### config.mk
export PLATFORM = sky130hd
export DESIGN_NAME = tcm_window_decoder
export DESIGN_NICKNAME = d
export VERILOG_FILES = /design/src/rtl/tcmwin_pkg.sv /design/src/rtl/tcmwin_access.sv /design/src/rtl/tcmwin_cfg.sv /design/src/rtl/tcmwin_match.sv /design/src/rtl/tcm_window_decoder.sv
export SDC_FILE = /design/constraint.sdc
export NUM_CORES = 1
export LEC_CHECK = 0
export ABC_AREA = 1
export BUFFER_PORTS_ARGS = -buffer_cell sky130_fd_sc_hd__clkbuf_2
export CAP_MARGIN = 20
export CORE_MARGIN = 3
export CORE_UTILIZATION = 37
export CTS_BUF_LIST = sky130_fd_sc_hd__clkbuf_8 sky130_fd_sc_hd__clkbuf_16
export DETAILED_ROUTE_END_ITERATION = 8
export GPL_ROUTABILITY_DRIVEN = 0
export PLACE_DENSITY = 0.77
export SLEW_MARGIN = 20
export SYNTH_ARGS = -nofsm -noshare
export SYNTH_HDL_FRONTEND = slang
export SYNTH_SLANG_ARGS = --single-unit
### constraint.sdc
create_clock -name clk -period 3.2 [get_ports clk]
set_input_delay 0.64 -clock clk [delete_from_list [all_inputs] [get_ports clk]]
set_output_delay 0.64 -clock clk [all_outputs]
set_load 0.01 [all_outputs]
### src/rtl/tcmwin_pkg.sv
`timescale 1ns/1ps
package tcmwin_pkg;

    localparam int unsigned ADDR_W  = 32;
    localparam int unsigned BASE_LO = 12;
    localparam int unsigned BASE_W  = ADDR_W - BASE_LO;
    localparam int unsigned CODE_W  = 5;
    localparam int unsigned CODE_LO = 2;
    localparam int unsigned EN_POS  = 0;

    typedef logic [BASE_W-1:0] base_t;
    typedef logic [CODE_W-1:0] code_t;
    typedef logic [ADDR_W-1:0] word_t;

    // Stored window state
    typedef struct packed {
        base_t base;
        logic  en;
    } win_state_t;

    // Bus access qualification
    typedef struct packed {
        logic wr_ok;
        logic rd_ok;
        logic refused;
    } grant_t;

    // Supported sizes: zero, or a power of two from 4 KB to 8 MB
    function automatic bit kb_ok(input int unsigned kb);
        if (kb == 0) return 1'b1;
        return (kb >= 4) && (kb <= 8192) && ((kb & (kb - 1)) == 0);
    endfunction

    function automatic code_t size_code(input int unsigned kb);
        if (kb == 0) return '0;
        return code_t'($clog2(kb) + 1);
    endfunction

    // Number of address bits spanned by the window
    function automatic int unsigned win_bits(input int unsigned kb);
        if (kb == 0) return BASE_LO;
        return $clog2(kb) + 10;
    endfunction

    // Base bits that survive masking (those at or above the window span)
    function automatic base_t keep_mask(input int unsigned kb);
        base_t m;
        for (int unsigned i = 0; i < BASE_W; i++) begin
            m[i] = ((i + BASE_LO) >= win_bits(kb));
        end
        return m;
    endfunction

    function automatic word_t pack_image(input win_state_t s, input code_t c);
        word_t img;
        img                          = '0;
        img[ADDR_W-1:BASE_LO]        = s.base;
        img[CODE_LO+CODE_W-1:CODE_LO] = c;
        img[EN_POS]                  = s.en;
        return img;
    endfunction

endpackage

### src/rtl/tcmwin_access.sv
`timescale 1ns/1ps
module tcmwin_access
    import tcmwin_pkg::*;
(
    input  logic   clk,
    input  logic   rst,
    input  logic   sel,
    input  logic   wr,
    input  logic   priv,
    output grant_t grant,
    output logic   acc_err
);

    always_comb begin
        grant.wr_ok   = sel && wr && priv;
        grant.rd_ok   = sel && !wr && priv;
        grant.refused = sel && !priv;
    end

    always_ff @(posedge clk) begin
        if (rst) begin
            acc_err <= 1'b0;
        end else begin
            acc_err <= grant.refused;
        end
    end


    refused_err_chk: assert property (@(posedge clk) disable iff (rst)
        (sel && !priv) |=> acc_err);


    err_pulse_chk: assert property (@(posedge clk) disable iff (rst)
        !(sel && !priv) |=> !acc_err);

endmodule

### src/rtl/tcmwin_cfg.sv
`timescale 1ns/1ps
module tcmwin_cfg
    import tcmwin_pkg::*;
#(
    parameter int unsigned MEM_KB    = 64,
    parameter logic [31:0] IMPL_BASE = 32'h0012_3000
) (
    input  logic       clk,
    input  logic       rst,
    input  logic       strap_loc,
    input  logic       strap_en,
    input  logic       wr_ok,
    input  base_t      wr_base,
    input  logic       wr_en,
    output win_state_t st
);

    localparam base_t KEEP     = keep_mask(MEM_KB);
    localparam base_t RST_BASE = base_t'(IMPL_BASE >> BASE_LO) & KEEP;

    always_ff @(posedge clk) begin
        if (rst) begin
            st.base <= strap_loc ? RST_BASE : '0;
            st.en   <= strap_en;
        end else if (wr_ok) begin
            st.base <= wr_base & KEEP;
            st.en   <= wr_en;
        end
    end


    store_en_chk: assert property (@(posedge clk) disable iff (rst)
        wr_ok |=> (st.en == $past(wr_en)));


    hold_chk: assert property (@(posedge clk) disable iff (rst)
        !wr_ok |=> $stable(st));

endmodule

### src/rtl/tcmwin_match.sv
`timescale 1ns/1ps
module tcmwin_match
    import tcmwin_pkg::*;
#(
    parameter int unsigned MEM_KB = 64
) (
    input  logic  en,
    input  base_t base,
    input  base_t addr_hi,
    output logic  hit
);

    localparam base_t KEEP = keep_mask(MEM_KB);

    generate
        if (MEM_KB == 0) begin : g_empty
            assign hit = 1'b0;
        end else begin : g_cmp
            base_t diff;
            always_comb begin
                diff = (addr_hi ^ base) & KEEP;
                hit  = en && (diff == '0);
            end
        end
    endgenerate

endmodule

### src/rtl/tcm_window_decoder.sv
`timescale 1ns/1ps
module tcm_window_decoder
    import tcmwin_pkg::*;
#(
    parameter int unsigned MEM_KB    = 64,
    parameter logic [31:0] IMPL_BASE = 32'h0012_3000
) (
    input  logic        clk,
    input  logic        rst,
    input  logic        strap_loc,
    input  logic        strap_en,
    input  logic        reg_sel,
    input  logic        reg_wr,
    input  logic        reg_priv,
    input  logic [31:0] reg_wdata,
    output logic [31:0] reg_rdata,
    output logic        acc_err,
    input  logic [31:0] addr,
    output logic        hit
);

    localparam code_t SIZE_CODE = size_code(MEM_KB);
    localparam base_t KEEP      = keep_mask(MEM_KB);
    localparam word_t WR_MASK   = {KEEP, {BASE_LO{1'b0}}} | word_t'(1);
    localparam word_t CODE_WORD = word_t'(SIZE_CODE) << CODE_LO;

    generate
        if (!kb_ok(MEM_KB)) begin : g_bad_size
            $error("tcm_window_decoder: MEM_KB=%0d is not a supported window size", MEM_KB);
        end
    endgenerate

    grant_t     grant;
    win_state_t st;
    word_t      image;

    tcmwin_access u_access (
        .clk     (clk),
        .rst     (rst),
        .sel     (reg_sel),
        .wr      (reg_wr),
        .priv    (reg_priv),
        .grant   (grant),
        .acc_err (acc_err)
    );

    tcmwin_cfg #(
        .MEM_KB    (MEM_KB),
        .IMPL_BASE (IMPL_BASE)
    ) u_cfg (
        .clk       (clk),
        .rst       (rst),
        .strap_loc (strap_loc),
        .strap_en  (strap_en),
        .wr_ok     (grant.wr_ok),
        .wr_base   (reg_wdata[ADDR_W-1:BASE_LO]),
        .wr_en     (reg_wdata[EN_POS]),
        .st        (st)
    );

    tcmwin_match #(
        .MEM_KB (MEM_KB)
    ) u_match (
        .en      (st.en),
        .base    (st.base),
        .addr_hi (addr[ADDR_W-1:BASE_LO]),
        .hit     (hit)
    );

    always_comb begin
        image     = pack_image(st, SIZE_CODE);
        reg_rdata = grant.rd_ok ? image : '0;
    end


    wr_readback_chk: assert property (@(posedge clk) disable iff (rst)
        (reg_sel && reg_wr && reg_priv) |=> (image == (($past(reg_wdata) & WR_MASK) | CODE_WORD)));


    refused_write_chk: assert property (@(posedge clk) disable iff (rst)
        (reg_sel && reg_wr && !reg_priv) |=> $stable(st));


    refused_read_chk: assert property (@(posedge clk) disable iff (rst)
        (reg_sel && !reg_priv) |-> (reg_rdata == '0));


    reset_en_chk: assert property (@(posedge clk) disable iff (rst)
        $fell(rst) |-> (st.en == $past(strap_en)));


    hit_needs_en_chk: assert property (@(posedge clk) disable iff (rst)
        hit |-> st.en);


    hit_match_chk: assert property (@(posedge clk) disable iff (rst)
        hit |-> ((((addr ^ image) >> BASE_LO) & word_t'(KEEP)) == '0));

endmodule

# Yosys cells after proc, flatten, opt, wreduce, memory -nomap -nowiden
# Index checks and enable logic that the tools add are counted.
[totals]
regBits = 22
[op_classes]
mux = 4
bitwise_logic = 1
n_reduce_logical = 10
[ops]
columns = ["op", "count"]
rows = [
  ["$mux 21", 2],
  ["$mux 32", 1],
  ["$logic_not 20->1", 1],
  ["$xor 20x20->20", 1],
  ["$mux 9", 1],
  ["$logic_and 1x1->1", 6],
  ["$logic_not 1->1", 2],
  ["$reduce_bool 2->1", 1],
]

# Depth between registers and ports, before layout
# Gate-level depths: netlist (run 1).
[logic_depth]
depth_word = 4
mapped_depth = 8
depth_no_buf = 8

# Cells and area by module
# A second synthesis (run 1) with hierarchy kept.
[hier_totals]
hier_cells = 189
hier_area_um2 = 1302.5
[modules_own_cells]
columns = ["mod", "instances", "cells_per_inst", "area_each_um2", "seq_area_each_um2"]
rows = [
  ["tcmwin_cfg", 1, 62, 715.7, 510.5],
  ["tcmwin_match", 1, 63, 275.3, 0.0],
  ["tcm_window_decoder", 1, 55, 259.0, 0.0],
  ["tcmwin_access", 1, 9, 52.6, 20.0],
]

# Worst setup path before layout (run 1)
# Ideal clock, no wire load.
[synth_path]
kind = "input port to output port"
from = "input reg_priv"
to = "output reg_rdata[24]"
arrival_time_ns = 1.148
required_ns = 2.560
path_slack_ns = 1.412
cell_stages = 5
path_buffers = 1
cell_sequence = "nand2_2 -> nor2_4 -> inv_4 -> buf_12 -> nor2_2"
[synth_lines]
columns = ["item", "line", "rtl"]
rows = [
  ["from (decl)", "tcm_window_decoder.sv:14", "input logic reg_priv,"],
  ["to (decl)", "tcm_window_decoder.sv:16", "output logic [31:0] reg_rdata,"],
]

# Worst setup path in the final report (run 1)
[layout_path]
from = "input reg_priv"
to = "output reg_rdata[19]"
[layout_via]
elab_chain_cells = 2
[layout_lines]
columns = ["item", "line", "rtl"]
rows = [
  ["$logic_and 1x1->1", "tcmwin_access.sv:16", "grant.rd_ok = sel && !wr && priv;"],
  ["$mux 32", "tcm_window_decoder.sv:72", "reg_rdata = grant.rd_ok ? image : '0;"],
]
# Every way passes these cells.

==> out/results.ini, run 1 <==
[floorplan]
die_w_um=65.3
core_area_um2=3200
initial_utilization=0.407
design.die.area_um2=4270
rows=20
num_io_pins=105
die_h_um=65.3

[synth]
syn_inst=179
synth_compound_area_frac=0.0394
yosys.area_share.simple=0.277
syn_avg_cell_area_um2=7.28
synthAdderAreaFrac=0
synth_mux_area_frac=0.00865
synth.yosys.seq_area_share=0.407
synth_seq_cells=18
yosysUniqueCellTypes=21
netlist_area_um2=1300
synth_xor_area_frac=0.00672
synth_top_family_by_area=simple AND/OR/NAND/NOR gates
synth_warnings=0

[finish]
final_util=0.505
fillers=350
area_growth_pct=24.1
drive_above_1_share=0.338
diodes=0
layout.cells.non_filler=281
mostFrequentLayoutCells=clkbuf_2 (61), inv_1 (50), nand2_1 (37)
final_net_count=309
layout_commonest_cell=clkbuf_2

[power_and_ir_drop]
total_power_w=0.000600
p_leak_nw=0.978
p_switching_w=0.000157
pwr-share-seq=0.488
clock_power_share=0.301
p_sw_frac=0.263
p_int_w=0.000442
peakVddDrop_mv=0.228
cellPowerDensity_nw_per_um2=371
p_comb_frac=0.211

[route]
drc_errors=0
dr.pass1.iters=4
final_antenna_net_count=0
wire_per_inst_um=9.37
vias=1103
avgViaCountPerCell=3.93
drt_iter0_drc=24
wl_um=2630

[global_route]
grt_overflow=0
grt_pass1_vias=1043
grt_pass1_wl_um=4260
antenna_found_initial=0
grt_start_max_net_pins=21
track_usage=0.126

[placement]
post-dp-hpwl_um=2160
port_buffers=61
pre_cts_slack_ns=1.17
dpl.cell_count=277

[clock_network]
cts_hold_buffers=0
cts_resized=0
cts_buffer_depth=2
cts_buffers=3
clkTransAtPathRegs_ns=0.07
root_buffer=clkbuf_8
h-tree-depth=1
cts_sinks=18
cts_tree=yes
post_cts.repair.setup_buffers=0

[setup_path]
startpoint_type=input pin
cpMostUsedCell=clkbuf_2
slowest_delay_ns=0.14
slowest_stage=clkbuf_2
path_class=input pin to output pin
critical_path.startpoint=reg_priv
cp.arrival_ns=1.36
path_cells=clkbuf_2, nand2_2, nor2_4, inv_4, nor2_1, clkbuf_2
crit_required_ns=2.56
crit_fanout=17
cp-end-kind=output pin
endpoint=reg_rdata[19]

[flow_run]
drv_cap=0

[sta]
period_share=0.626
fmax_ghz=0.499
fin_tns_setup_ns=0
layout_setup_ws_ns=1.20
finalSetupViolCount=0
period_minus_slack_ns=2.00
finalMaxSlewViolations=0
rsz0062_at_grt=no
hold_viol_final=0

[run_status]
status=complete, no violations

[hold_path]
hp-class=input pin to flip-flop

==> worst max-delay path, delay by kind of cell <==
kind          cells  cell delay, ns
simple gates      3            0.33
buf+inv           3            0.38
==> registers in the layout (all words and copies together) (netlist names) <==
signal and cells:
u_cfg.st 17, u_access.acc_err 1
==> per-layer routing <==
layer,GRT usage,part of all wire,vias to the layer above
met5,0,0,-
met4,0.0389,0.0099,0
met3,0.0154,0.069,2
met2,0.250,0.55,32
met1,0.135,0.37,464
li1,-,-,605
==> synthesized netlist by cell type <==
| master | instances | area share |
|---|---|---|
| inv_4 | 1 | 0.0048 |
| o22ai_1 | 2 | 0.0096 |
| dfxtp_1 | 1 | 0.015 |
| a31o_2 | 1 | 0.0067 |
| nand2_1 | 37 | 0.11 |
| nor3b_1 | 1 | 0.0058 |
| buf_2 | 2 | 0.0077 |
| nor2_2 | 7 | 0.034 |
| nand2_2 | 1 | 0.0048 |
| o21ai_0 | 4 | 0.015 |
| buf_12 | 1 | 0.015 |
| o211a_1 | 1 | 0.0077 |
| edfxtp_1 | 17 | 0.39 |
| nor2_4 | 4 | 0.035 |
| inv_1 | 50 | 0.14 |
| nor2_1 | 29 | 0.084 |
| conb_1 | 1 | 0.0029 |
| xor2_1 | 1 | 0.0067 |
| buf_4 | 15 | 0.086 |
| nand3_1 | 2 | 0.0077 |
| mux2_2 | 1 | 0.0086 |
==> power by group through the flow <==
stage / Combinational (W) / Sequential (W) / Clock (W)
2_1_floorplan: 0.0000961 / 0.000295 / 0
3_3_place_gp: 0.000125 / 0.000297 / 0
3_5_place_dp: 0.000127 / 0.000298 / 0
4_1_cts: 0.000128 / 0.000292 / 0.000183
5_1_grt: 0.000146 / 0.000295 / 0.000195
6_report: 0.000127 / 0.000292 / 0.000181
==> how the worst min path moves through the flow <==
stage               cells past startpoint     start  slack [ns]               end
floorplan                               1  reg_priv        0.72  u_access.acc_err
global placement                        2  reg_priv        0.85  u_access.acc_err
detailed placement                      2  reg_priv        0.86  u_access.acc_err
CTS                                     2  reg_priv        0.60  u_access.acc_err
global route                            2  reg_priv        0.60  u_access.acc_err
finish                                  2  reg_priv        0.60  u_access.acc_err
==> layout make-up <==
type | count | area (um^2) | share of cell area
clock buffers | 4 | 55.1 | 0.0341
repair buffers | 61 | 305 | 0.189
well taps | 44 | 55.1 | 0.0341
flip-flops and latches | 18 | 531 | 0.328
inverters | 51 | 194 | 0.120
multi-input cells | 103 | 477 | 0.295
==> per-stage QoR <==
step	instance area (um^2)	hold WS, ns
2_1_floorplan	1340	0.716
3_3_place_gp	1560	0.852
3_5_place_dp	1560	0.859
4_1_cts	1620	0.596
5_1_grt	1620	0.600
6_report	1620	0.598
==> cells by family after synthesis <==
family	Yosys count
compound gates	8
mux	1
buf+inv	69
other cells	1
simple gates	81
xor+xnor	1
flops	18
Note: power is estimated with default switching activity, not from simulation.
==> run 2, diff against run 1 <==
clock period = 1.9 ns   (was 3.2 ns; I/O delays follow)
==> run 2 against run 1 <==
Net effect:
- utilization fell by 0.078 points
- worst hold slack lost 0.26 ns
- count of clock-buffer cells in the layout fell by 1
- via count rose by 0.18%
- critical endpoint is now hit
- highest routed layer unchanged
==> out/results.ini, run 2 (synthesized netlist as in run 1, its figures left out) <==
[route]
drc_errors=0
vias=1105
avgViaCountPerCell=3.92
final_antenna_net_count=0
wire_per_inst_um=9.16
drt_iter0_drc=31
wl_um=2580
dr.pass1.iters=4

[global_route]
grt_overflow=0
grt_pass1_wl_um=4160
met3_usage=0.0188
grt_start_max_net_pins=19
grt_pass1_vias=1025
gr-usage-met2=0.226
antenna_found_initial=0
grt_busiest_layer=met2
track_usage=0.127
use_met1=0.137

[setup_path]
slowest_delay_ns=0.40
path_class=flip-flop to output pin
critical_path.top_delay_family=simple AND/OR/NAND/NOR gates
crit_fanout=2
slowest_stage=edfxtp_1
path_cells=inv_1, nand2_1, nand2_1, nand2_1, nor2_1, nand3_1, nor2_1, clkbuf_2
crit_required_ns=1.52
crit_buf_inv=2
cpMostUsedCell=nand2_1
cp-end-kind=output pin
cp.arrival_ns=1.33
startpoint_type=flip-flop

[clock_network]
clkTransAtPathRegs_ns=0.07
post_cts.repair.setup_buffers=0
cts_buffer_depth=2
cts_buffers=3
cts_sinks=18
cts_resized=0
root_buffer=clkbuf_8
cts_tree=yes
h-tree-depth=1
cts_hold_buffers=0

[sta]
period_share=0.899
finalSetupViolCount=0
finalMaxSlewViolations=0
period_minus_slack_ns=1.71
hold_viol_final=0
fmax_ghz=0.586
fin_tns_setup_ns=0
rsz0062_at_grt=no
layout_setup_ws_ns=0.192

[hold_path]
hp-start=reg_priv
worstHoldEndpoint=u_access.acc_err
hp-class=input pin to flip-flop
holdPathStages=2

[floorplan]
design.die.area_um2=4270
initial_utilization=0.407
rows=20
die_h_um=65.3
num_io_pins=105
core_area_um2=3200
die_w_um=65.3

[power_and_ir_drop]
peakVddDrop_mv=0.277
cellPowerDensity_nw_per_um2=604
total_power_w=0.000974
p_leak_nw=0.981

[finish]
final_util=0.504
layout_commonest_cell=clkbuf_2
diodes=0
largest_reg_flops=17
final_net_count=310
mostFrequentLayoutCells=clkbuf_2 (61), inv_1 (51), nand2_1 (37)
fillers=361
drive_above_1_share=0.336
top_register=u_cfg.st
reg.largest.list=u_cfg.st (17), u_access.acc_err (1)
area_growth_pct=23.9

[flow_run]
drv_cap=0

[placement]
pre_cts_slack_ns=0.408
post-dp-hpwl_um=2180
port_buffers=61

[run_status]
status=complete, no violations

run 2: changes by cell type in the layout (fill, tap and decap cells not counted), sizes merged:
cell and delta:
buf +1, clkbuf -1, inv +1
run 2: cell type report:
class	instances	area [um^2]	area share
repair buffers	62	313	0.194
well taps	44	55.1	0.0341
clock buffers	3	41.3	0.0256
multi-input cells	103	477	0.295
inverters	51	194	0.120
flip-flops and latches	18	531	0.329
clock inverters	1	3.75	0.00233
run 2: through the flow:
| stage | hold WS (ns) | area, um^2 | cells |
|---|---|---|---|
| 4_1_cts | 0.328 | 1610 | 282 |
| 6_report | 0.333 | 1610 | 282 |
| 5_1_grt | 0.342 | 1610 | 282 |
| 2_1_floorplan | 0.456 | 1340 | 190 |
| 3_5_place_dp | 0.600 | 1570 | 278 |
| 3_3_place_gp | 0.592 | 1570 | 278 |
run 2: how the worst max path moves through the flow:
stage	start	end	slack [ns]	cells after the start
finish	u_cfg.st[17]	hit	0.19	8
global route	u_cfg.st[17]	hit	0.04	8
CTS	u_cfg.st[17]	hit	0.16	8
detailed placement	addr[26]	hit	0.41	10
global placement	addr[26]	hit	0.43	10
floorplan	u_cfg.st[17]	hit	0.62	7
run 2: power breakdown:
part / internal (W) / leakage (nW) / switching [W]
clock network: 0.000144 / 0.0269 / 0.000124
logic: 0.0000857 / 0.778 / 0.000128
registers: 0.000477 / 0.176 / 0.0000158
total: 0.000706 / 0.981 / 0.000268
run 2: metal layers:
layer	vias to the layer above	wire, um
li1	609	-
met1	446	986
met2	42	1300
met3	8	201
met4	0	91
met5	-	0
